===== config.mk =====
export PLATFORM = sky130hd
export DESIGN_NAME = cache_maint_engine
export DESIGN_NICKNAME = d
export VERILOG_FILES = /design/src/rtl/cache_maint_pkg.sv /design/src/rtl/cme_ctrl.sv /design/src/rtl/cme_datapath.sv /design/src/rtl/cache_maint_engine.sv
export SDC_FILE = /design/constraint.sdc
export NUM_CORES = 1
export LEC_CHECK = 0
export CORE_MARGIN = 3
export CORE_UTILIZATION = 55
export CTS_BUF_LIST = sky130_fd_sc_hd__clkbuf_4
export CTS_CLUSTER_SIZE = 24
export DETAILED_ROUTE_END_ITERATION = 16
export PLACE_DENSITY = 0.9
export SYNTH_ARGS = -nofsm -noshare
export SYNTH_HDL_FRONTEND = slang
export SYNTH_SLANG_ARGS = --single-unit

===== constraint.sdc =====
create_clock -name clk -period 9.7 [get_ports clk]
set_input_delay 0.97 -clock clk [delete_from_list [all_inputs] [get_ports clk]]
set_output_delay 0.97 -clock clk [all_outputs]
set_load 0.01 [all_outputs]

===== src/rtl/cache_maint_pkg.sv =====
`timescale 1ns/1ps
package cache_maint_pkg;

  typedef enum logic [2:0] {
    SEL_LOWER  = 3'd0,
    SEL_RCLEAN = 3'd1,
    SEL_RINV   = 3'd2,
    SEL_LCLEAN = 3'd3,
    SEL_LINV   = 3'd4,
    SEL_LFLUSH = 3'd5,
    SEL_INVALL = 3'd6
  } regSel_e;

  typedef enum logic [1:0] {
    OP_NONE  = 2'd0,
    OP_CLEAN = 2'd1,
    OP_INV   = 2'd2,
    OP_FLUSH = 2'd3
  } lineOp_e;

  // strobes from control to datapath
  typedef struct packed {
    logic loadLower;
    logic loadRange;
    logic loadLine;
    logic loadSweep;
    logic advance;
  } dpStrobe_t;

endpackage


===== src/rtl/cme_ctrl.sv =====
`timescale 1ns/1ps
module cme_ctrl
  import cache_maint_pkg::*;
(
  input  logic      clk,
  input  logic      rstN,
  input  logic      wtOverride,
  input  logic      regWrEn,
  input  logic [2:0] regWrSel,
  input  logic      lineAck,
  input  logic      pageErr,
  input  logic      emptyRange,
  input  logic      isLast,
  output dpStrobe_t strb,
  output logic      lineReq,
  output logic [1:0] lineOp,
  output logic      stall,
  output logic      done,
  output logic      rangeErr
);

  typedef enum logic [1:0] {S_IDLE, S_WALK, S_FIN} state_e;

  state_e  state, nextState;
  lineOp_e opReg, nextOp;
  logic    errReg, nextErr;

  always_comb begin
    strb      = '0;
    nextState = state;
    nextOp    = opReg;
    nextErr   = 1'b0;
    unique case (state)
      S_IDLE: begin
        if (regWrEn) begin
          case (regSel_e'(regWrSel))
            SEL_LOWER: strb.loadLower = 1'b1;
            SEL_RCLEAN: begin
              if (pageErr) nextErr = 1'b1;
              else if (wtOverride || emptyRange) nextState = S_FIN;
              else begin
                strb.loadRange = 1'b1;
                nextOp         = OP_CLEAN;
                nextState      = S_WALK;
              end
            end
            SEL_RINV: begin
              if (pageErr) nextErr = 1'b1;
              else if (emptyRange) nextState = S_FIN;
              else begin
                strb.loadRange = 1'b1;
                nextOp         = OP_INV;
                nextState      = S_WALK;
              end
            end
            SEL_LCLEAN: begin
              if (wtOverride) nextState = S_FIN;
              else begin
                strb.loadLine = 1'b1;
                nextOp        = OP_CLEAN;
                nextState     = S_WALK;
              end
            end
            SEL_LINV: begin
              strb.loadLine = 1'b1;
              nextOp        = OP_INV;
              nextState     = S_WALK;
            end
            SEL_LFLUSH: begin
              strb.loadLine = 1'b1;
              nextOp        = wtOverride ? OP_INV : OP_FLUSH;
              nextState     = S_WALK;
            end
            SEL_INVALL: begin
              strb.loadSweep = 1'b1;
              nextOp         = OP_INV;
              nextState      = S_WALK;
            end
            default: ;
          endcase
        end
      end
      S_WALK: begin
        if (lineAck) begin
          if (isLast) nextState = S_FIN;
          else strb.advance = 1'b1;
        end
      end
      S_FIN: nextState = S_IDLE;
      default: nextState = S_IDLE;
    endcase
  end

  always_ff @(posedge clk) begin
    if (!rstN) begin
      state  <= S_IDLE;
      opReg  <= OP_NONE;
      errReg <= 1'b0;
    end else begin
      state  <= nextState;
      opReg  <= nextOp;
      errReg <= nextErr;
    end
  end

  assign lineReq  = (state == S_WALK);
  assign lineOp   = lineReq ? opReg : OP_NONE;
  assign stall    = (state != S_IDLE);
  assign done     = (state == S_FIN);
  assign rangeErr = errReg;

endmodule


===== src/rtl/cme_datapath.sv =====
`timescale 1ns/1ps
module cme_datapath
  import cache_maint_pkg::*;
#(
  parameter int ADDR_W     = 32,
  parameter int LINE_BYTES = 32,
  parameter int PAGE_BYTES = 4096,
  parameter int NUM_LINES  = 64
) (
  input  logic              clk,
  input  logic              rstN,
  input  dpStrobe_t         strb,
  input  logic [ADDR_W-1:0] wrData,
  output logic [ADDR_W-1:0] curAddr,
  output logic              idxMode,
  output logic              pageErr,
  output logic              emptyRange,
  output logic              isLast
);

  localparam int PAGE_SH = $clog2(PAGE_BYTES);
  localparam logic [ADDR_W-1:0] LINE_MASK = ~(ADDR_W'(LINE_BYTES - 1));
  localparam logic [ADDR_W-1:0] LINE_STEP = ADDR_W'(LINE_BYTES);
  localparam logic [ADDR_W-1:0] LAST_IDX  = ADDR_W'(NUM_LINES - 1);

  logic [ADDR_W-1:0] lowerReg, lastAddr;
  logic [ADDR_W:0]   roundUp;
  logic [ADDR_W-1:0] firstLine, endLine, stepAmt;

  // first line start at or above the lower bound, with carry out of the top
  assign roundUp   = {1'b0, lowerReg} + {1'b0, ADDR_W'(LINE_BYTES - 1)};
  assign firstLine = roundUp[ADDR_W-1:0] & LINE_MASK;
  assign endLine   = wrData & LINE_MASK;

  assign pageErr    = (lowerReg >> PAGE_SH) != (wrData >> PAGE_SH);
  assign emptyRange = roundUp[ADDR_W] || (firstLine > endLine);
  assign isLast     = (curAddr == lastAddr);
  assign stepAmt    = idxMode ? ADDR_W'(1) : LINE_STEP;

  always_ff @(posedge clk) begin
    if (!rstN) begin
      lowerReg <= '0;
      curAddr  <= '0;
      lastAddr <= '0;
      idxMode  <= 1'b0;
    end else begin
      if (strb.loadLower) lowerReg <= wrData;
      if (strb.loadRange) begin
        curAddr  <= firstLine;
        lastAddr <= endLine;
        idxMode  <= 1'b0;
      end
      if (strb.loadLine) begin
        curAddr  <= endLine;
        lastAddr <= endLine;
        idxMode  <= 1'b0;
      end
      if (strb.loadSweep) begin
        curAddr  <= '0;
        lastAddr <= LAST_IDX;
        idxMode  <= 1'b1;
      end
      if (strb.advance) curAddr <= curAddr + stepAmt;
    end
  end

endmodule


===== src/rtl/cache_maint_engine.sv =====
`timescale 1ns/1ps
module cache_maint_engine
  import cache_maint_pkg::*;
#(
  parameter int ADDR_W     = 32,
  parameter int LINE_BYTES = 32,
  parameter int PAGE_BYTES = 4096,
  parameter int NUM_LINES  = 64
) (
  input  logic              clk,
  input  logic              rstN,
  input  logic              wtOverride,
  input  logic              regWrEn,
  input  logic [2:0]        regWrSel,
  input  logic [ADDR_W-1:0] regWrData,
  output logic              stall,
  output logic              lineReq,
  output logic [1:0]        lineOp,
  output logic [ADDR_W-1:0] lineAddr,
  output logic              lineIsIndex,
  input  logic              lineAck,
  output logic              done,
  output logic              rangeErr
);

  dpStrobe_t strb;
  logic pageErr, emptyRange, isLast;

  cme_ctrl uCtrl (
    .clk        (clk),
    .rstN       (rstN),
    .wtOverride (wtOverride),
    .regWrEn    (regWrEn),
    .regWrSel   (regWrSel),
    .lineAck    (lineAck),
    .pageErr    (pageErr),
    .emptyRange (emptyRange),
    .isLast     (isLast),
    .strb       (strb),
    .lineReq    (lineReq),
    .lineOp     (lineOp),
    .stall      (stall),
    .done       (done),
    .rangeErr   (rangeErr)
  );

  cme_datapath #(
    .ADDR_W     (ADDR_W),
    .LINE_BYTES (LINE_BYTES),
    .PAGE_BYTES (PAGE_BYTES),
    .NUM_LINES  (NUM_LINES)
  ) uDp (
    .clk        (clk),
    .rstN       (rstN),
    .strb       (strb),
    .wrData     (regWrData),
    .curAddr    (lineAddr),
    .idxMode    (lineIsIndex),
    .pageErr    (pageErr),
    .emptyRange (emptyRange),
    .isLast     (isLast)
  );

endmodule


==> metrics.txt, run 1 <==
Final ANT Viol Nets=0; PwrDens=123.6 mW/mm2; Setup-failing EPs final=0; CTS buffer count=9; FMAX=0.1889 GHz; die extent in y=115.3 um; Clock transition at path regs=0.16 ns; Worst Setup Path Type=reg -> reg; combinational share of power=21.9%; final hold violation count=0; post_cts resized=0; Post-synth EDFFs=0; placed cell area=0.007310 mm2; slew at the pin with the worst max-slew slack=1.219 ns; Core ar.=0.01156 mm2; placed insts=1010; Layout Area Growth over Synthesis=14.18%; sequential power share=48.0%; port bufs=78; # IOs=79; DR pass1 iterations=6; peak fanout along the critical path=24; Detailed Place HPWL=13.96 mm; clock skew=0.01215 ns; total track usage=28.80%; CP Launch Type=register; fin. max-slew vios=0; vias per cell=6.224; routed length per instance=18.50 um; # rows=39; top cell type's share of synthesized area=29.58%; layout cells sized above 1=5.323%; first-pass GRT wire length=30.22 mm; Synth Flop Type=dfxtp_1; period utilization=54.56%; number of setup buffers added after CTS=0; largest cells by area after synthesis=dfxtp_1 (30%), nand2_1 (7.0%), xnor2_1 (6.3%), mux2i_1 (6.1%), a21oi_1 (5.9%); Die Wd=115.3 um; Die Area=0.01328 mm2; Routed WL=19.00 mm; Initial Util=56.77%; CP required=10.08 ns; Tot Pwr=926.9 uW; Tmin final=5.293 ns; WP buf/inv=1; # clock sinks=97; initial DRC count=717; most common cell after layout, fill and taps aside=nand2_1; residual DRC count=0; Hold Crit Class=reg -> reg; fin cells=1027; CP max stage delay=0.63 ns; vias in the first global route=5817; H-Tree Level Count=3; fin area=0.007496 mm2; Clock Latency Late Sink=0.47 ns; max_cap viols=0; clock share of power=30.1%; status=finished clean; LEAKAGE=0.002965 uW; Syn Area/Cell=7.806 um2; Switching Fraction=31.31%; WHS Path Cells=2; RSZ-0062 raised after global routing=false; CP Depth=15; Worst EP arrival=5.67 ns; initial antenna violation count=1; Distinct cells, synth=62; FFs w/ async S/R, synth=0%; Syn. warnings=0; hold slack=0.4730 ns; Fill cells=911; Pint=636.7 uW; clk buf depth=2; relative slew slack=18.72%; setup_tns=0 ns; biggest area consumer among synthesized cells=dfxtp_1; synthesized instance count=841; Synth Register Bits=97; most frequent cells in the layout=nand2_1 (122), dfxtp_1 (97), clkdlybuf4s50_1 (78); nets@finish=948; Worst Setup End Kind=register; hold_buf cts=0; total number of vias=6392; critical path's top delay family=simple AND/OR/NAND/NOR gates; total grt overflow=0; Routability Congestion=0.9732; synthesized area=0.006565 mm2; Reg2Reg Depth=15; largest net degree at the start of global routing=51; Critical Path Slowest Stage Cell=or4_1; syn_nets=911; post-synthesis sequential area ratio=29.58%; CTS tree=built; Net Switching=290.2 uW; Root Driver=clkbuf_4; VDD IR max=0.00007464 V; CP cell instances=nand4_1 > nor4_1 > and4_1 > nand2_1 > xnor2_1 > ha_1 > nand4_1 > nor4_1 > nand2_1 > or4_1 > a21o_1 > o21ai_4 > buf_4 > nor2_4 > a221oi_1
[layer usage]
metal	GRT usage, %	wire (um)
met1	39.87	8117
met2	43.79	8405
met3	6.105	1859
met4	11.50	619
met5	0	0
[stage by stage]
step,utilization [%],setup slack (ns)
2_1_floorplan,-,5.630
3_3_place_gp,63.20,4.693
3_5_place_dp,63.20,4.598
4_1_cts,64.80,4.496
5_1_grt,64.82,4.129
6_report,64.82,4.407
[synth_stat cells, drive strengths merged, types with 23 or more instances]
| library cell | count |
|---|---|
| nand2 | 122 |
| nor2 | 71 |
| nand4 | 25 |
| mux2i | 40 |
| a21oi | 78 |
| o21ai | 23 |
| clkbuf | 46 |
| nand3 | 27 |
| inv | 37 |
| dfxtp | 97 |
| ha | 30 |
| xor2 | 39 |
| xnor2 | 47 |
[state kept, by name, summed over array words and instances (netlist names)]
signal and cells:
uDp.lastAddr 28, uDp.lowerReg 32, uCtrl.opReg 2, uCtrl.rangeErr 1
uDp.curAddr 32, uCtrl.state 2
[cell type report]
class	count	area (um2)	area share, %
multi-input combinational	648	4217	56.25
sequential	97	1942	25.91
timing repair buffer	85	833.3	11.12
tap	143	178.9	2.387
inverter	37	138.9	1.853
clock inverter	7	116.4	1.552
clock buffer	9	67.56	0.9014
antenna	1	2.502	0.03338
[power by group through the flow]
stage | logic, uW | registers, uW | clock network [uW]
floorplan | 127 | 443 | 0
global placement | 194 | 451 | 0
detailed placement | 198 | 452 | 0
CTS | 199 | 443 | 278
global route | 219 | 447 | 296
finish | 203 | 445 | 279
[path summary, 6_finish.rpt]
check                                      from                      endpoint  slack [ns]
setup reg to reg  uDp.lowerReg[19]$_SDFFE_PN0P_  uDp.curAddr[18]$_SDFFE_PN0P_        4.41
hold / removal     uDp.lowerReg[2]$_SDFFE_PN0P_  uDp.lowerReg[2]$_SDFFE_PN0P_        0.47
setup / recovery  uDp.lowerReg[19]$_SDFFE_PN0P_  uDp.curAddr[18]$_SDFFE_PN0P_        4.41
hold reg to reg    uDp.lowerReg[2]$_SDFFE_PN0P_  uDp.lowerReg[2]$_SDFFE_PN0P_        0.47
[kinds of logic (layout without fill, tap and decap cells)]
| family | after synthesis | in the layout | synth area share, % |
|---|---|---|---|
| compound gates | 179 | 179 | 18.28 |
| xor+xnor | 86 | 86 | 11.47 |
| fa+ha+maj | 30 | 30 | 5.718 |
| buf+inv | 96 | 138 | 6.423 |
| flops | 97 | 97 | 29.58 |
| mux | 44 | 44 | 6.785 |
| other cells | 0 | 1 | 0 |
| simple gates | 309 | 309 | 21.75 |
[tightest hold or removal path, stage by stage, from the launching register on]
cell and delay (ns):
dfxtp_1 0.34, nand2_1 0.05, a21oi_1 0.05
(Power assumes the default switching activity.)
==> inputs of run 2 (changes only) <==
Settings changed: CORE_UTILIZATION 55 to 53.
Clock period 9.7 ns to 4.6 ns, I/O delays scaled along.
==> metrics.txt, run 2 (synthesis gave the netlist of run 1 again) <==
status=finished clean; Tot Pwr=1832 uW (+98%); fin area=0.007587 mm2 (+1.2%); CP required=5.01 ns (-5.07 ns); Initial Util=54.43% (-2.3 points); nets@finish=959 (+1.2%); Setup-failing EPs final=0 (unchanged); Root Driver=clkbuf_4; # IOs=79 (unchanged); hold_buf cts=0 (unchanged); Worst R2R End=uDp.curAddr[9]$_SDFFE_PN0P_; Final Core Density=62.90% (-1.9 points); storage element area=0.001943 mm2 (about the same); Core ar.=0.01206 mm2 (+4.3%); Hold Crit Class=reg -> reg; first-pass GRT wire length=30.42 mm (+0.69%); initial antenna violation count=0 (-1); Die Area=0.01376 mm2 (+3.6%); sequential power share=50.9% (+2.9 points); Switching Fraction=32.54% (+1.2 points); residual DRC count=0 (unchanged); vias in the first global route=6034 (+3.7%); CP Depth=15 (unchanged); Routed WL=19.26 mm (+1.4%); combinational share of power=24.1% (+2.2 points); # clock sinks=97 (unchanged); critical path launch point=uDp.lowerReg[16]$_SDFFE_PN0P_; largest net degree at the start of global routing=41 (-20%); HP Start=uDp.lowerReg[1]$_SDFFE_PN0P_; layout cells sized above 1=7.055% (+1.7 points); port bufs=78 (unchanged); Net Switching=596.3 uW (+110%); Reg2Reg Depth=15 (unchanged); total grt overflow=0 (unchanged); final hold violation count=0 (unchanged); # rows=40 (+2.6%); Worst Setup End Kind=register; CP Launch Type=register; relative slew slack=25.24% (+6.5 points); total track usage=28.35% (-0.45 points); CTS buffer count=9 (unchanged); GRT busiest layer=met2; total number of vias=6613 (+3.5%); Pint=1236 uW (+94%); Clock Latency Late Sink=0.51 ns (+0.04 ns); most frequent cells in the layout=nand2_1 (122), dfxtp_1 (96), clkdlybuf4s50_1 (78); routed length per instance=18.14 um (-2.0%); DR pass1 iterations=5 (-1); max_cap viols=0 (unchanged); met2 Use GR=44.04% (+0.25 points); most common cell after layout, fill and taps aside=nand2_1; placed cell area=0.007423 mm2 (+1.6%); LEAKAGE=0.003008 uW (+1.5%); Tmin final=4.283 ns (-1.009 ns); Worst EP arrival=4.69 ns (-0.98 ns); Critical Path Slowest Stage Cell=or4_1; Top Registers=uDp.curAddr (32), uDp.lowerReg (32), uDp.lastAddr (28); R2R setup slack=0.32 ns (-4.09 ns); Layout Area Growth over Synthesis=15.57%; number of setup buffers added after CTS=0 (unchanged); Worst Setup Path Type=reg -> reg; WHS Path Cells=2 (unchanged); area of the multi-input gates=0.004247 mm2 (+0.71%); vias per cell=6.227 (about the same); clock skew=0.01973 ns (+0.007587 ns); fin. max-slew vios=0 (unchanged); peak fanout along the critical path=17 (-29%); PwrDens=241.5 mW/mm2 (+95%); CP cell instances=nand4_1 > nor4_2 > and4_2 > nand2_1 > xnor2_1 > ha_1 > nand4_1 > nor4_4 > nand2_1 > or4_1 > a21o_1 > o21ai_4 > buf_6 > a21oi_1 > o221a_2; M3 GR Usage=4.730% (-1.4 points); Detailed Place HPWL=14.31 mm (+2.5%); Fill cells=1030 (+13%); VDD IR max=0.0001278 V (+71%); CTS tree=built; clk buf depth=2 (unchanged); FMAX=0.2335 GHz (+24%); slew at the pin with the worst max-slew slack=1.119 ns (-0.1005 ns); clock share of power=25.0% (-5.1 points); worst r2r src=uDp.lowerReg[16]$_SDFFE_PN0P_; Clock transition at path regs=0.15 ns (about the same); Die Wd=117.3 um (+1.8%); CP max stage delay=0.58 ns (-0.05 ns); Routability Congestion=1.009 (+3.7%); H-Tree Level Count=3 (unchanged); Hold Path End=uDp.lowerReg[1]$_SDFFE_PN0P_; met1 usage=38.17% (-1.7 points); period utilization=93.12% (+39 points); critical path's top delay family=simple AND/OR/NAND/NOR gates; Final ANT Viol Nets=0 (unchanged); initial DRC count=900 (+26%); die extent in y=117.3 um (+1.8%); WP buf/inv=1 (unchanged)
run 2: cell types whose count changed in the layout (fill, tap and decap cells not counted), sizes merged:
| cell | before | now |
|---|---|---|
| buf | 7 | 18 |
| bufinv | 3 | 1 |
| clkbuf | 9 | 10 |
| clkinv | 3 | 4 |
| inv | 38 | 37 |
run 2: worst reg2reg max path: stages (launching register included):
cell and delay (ns):
dfxtp_1 0.46, nand4_1 0.21, nor4_2 0.34, and4_2 0.34, nand2_1 0.08, xnor2_1 0.16
ha_1 0.32, nand4_1 0.18, nor4_4 0.34, nand2_1 0.10, or4_1 0.58, a21o_1 0.25
o21ai_4 0.19, buf_6 0.25, a21oi_1 0.10, o221a_2 0.28
run 2: metal layers:
metal	part of all wire, %	up-vias
li1	-	3048
met1	41	3110
met2	45	387
met3	10	68
met4	4.2	0
met5	0	-
run 2: power by group through the flow:
stage	Combinational [uW]	Sequential, uW	Clock (uW)
detailed placement	429	948	0
floorplan	267	935	0
global route	479	937	485
finish	441	933	458
global placement	419	947	0
CTS	431	930	458
run 2: layout make-up:
type	instances	area share [%]
Timing Repair Buffer	96	12.17
Antenna cell	1	0.03298
Tap cell	168	2.770
Multi-Input combinational cell	648	55.97
Sequential cell	97	25.61
Inverter	37	1.830
Clock inverter	5	0.6266
Clock buffer	10	0.9894
run 2: worst max-delay path by stage:
stage                                     to  slack, ns
2_1_floorplan  uDp.lastAddr[10]$_SDFFE_PP0P_       0.53
3_3_place_gp    uDp.curAddr[18]$_SDFFE_PN0P_       0.29
3_5_place_dp     uDp.curAddr[7]$_SDFFE_PN0P_       0.13
4_1_cts          uDp.curAddr[7]$_SDFFE_PN0P_        0.1
5_1_grt         uDp.curAddr[28]$_SDFFE_PN0P_      -0.02
6_report         uDp.curAddr[9]$_SDFFE_PN0P_       0.32
run 2: metrics by stage:
stage          worst slack, ns  setup TNS [ns]  instances  hold slack, ns
3_5_place_dp            0.1255               0       1046          0.4555
2_1_floorplan           0.5302               0        841          0.4356
3_3_place_gp            0.2886               0       1046          0.4475
4_1_cts                0.09563               0       1061          0.4745
5_1_grt               -0.01680        -0.03647       1061          0.5060
6_report                0.3167               0       1062          0.4707
run 2: what timing repair did:
action | CTS | global route
endpoints found under the hold margin | 0 | 0
endpoints found under the setup margin | 0 | 62
gates resized for setup | 0 | 10
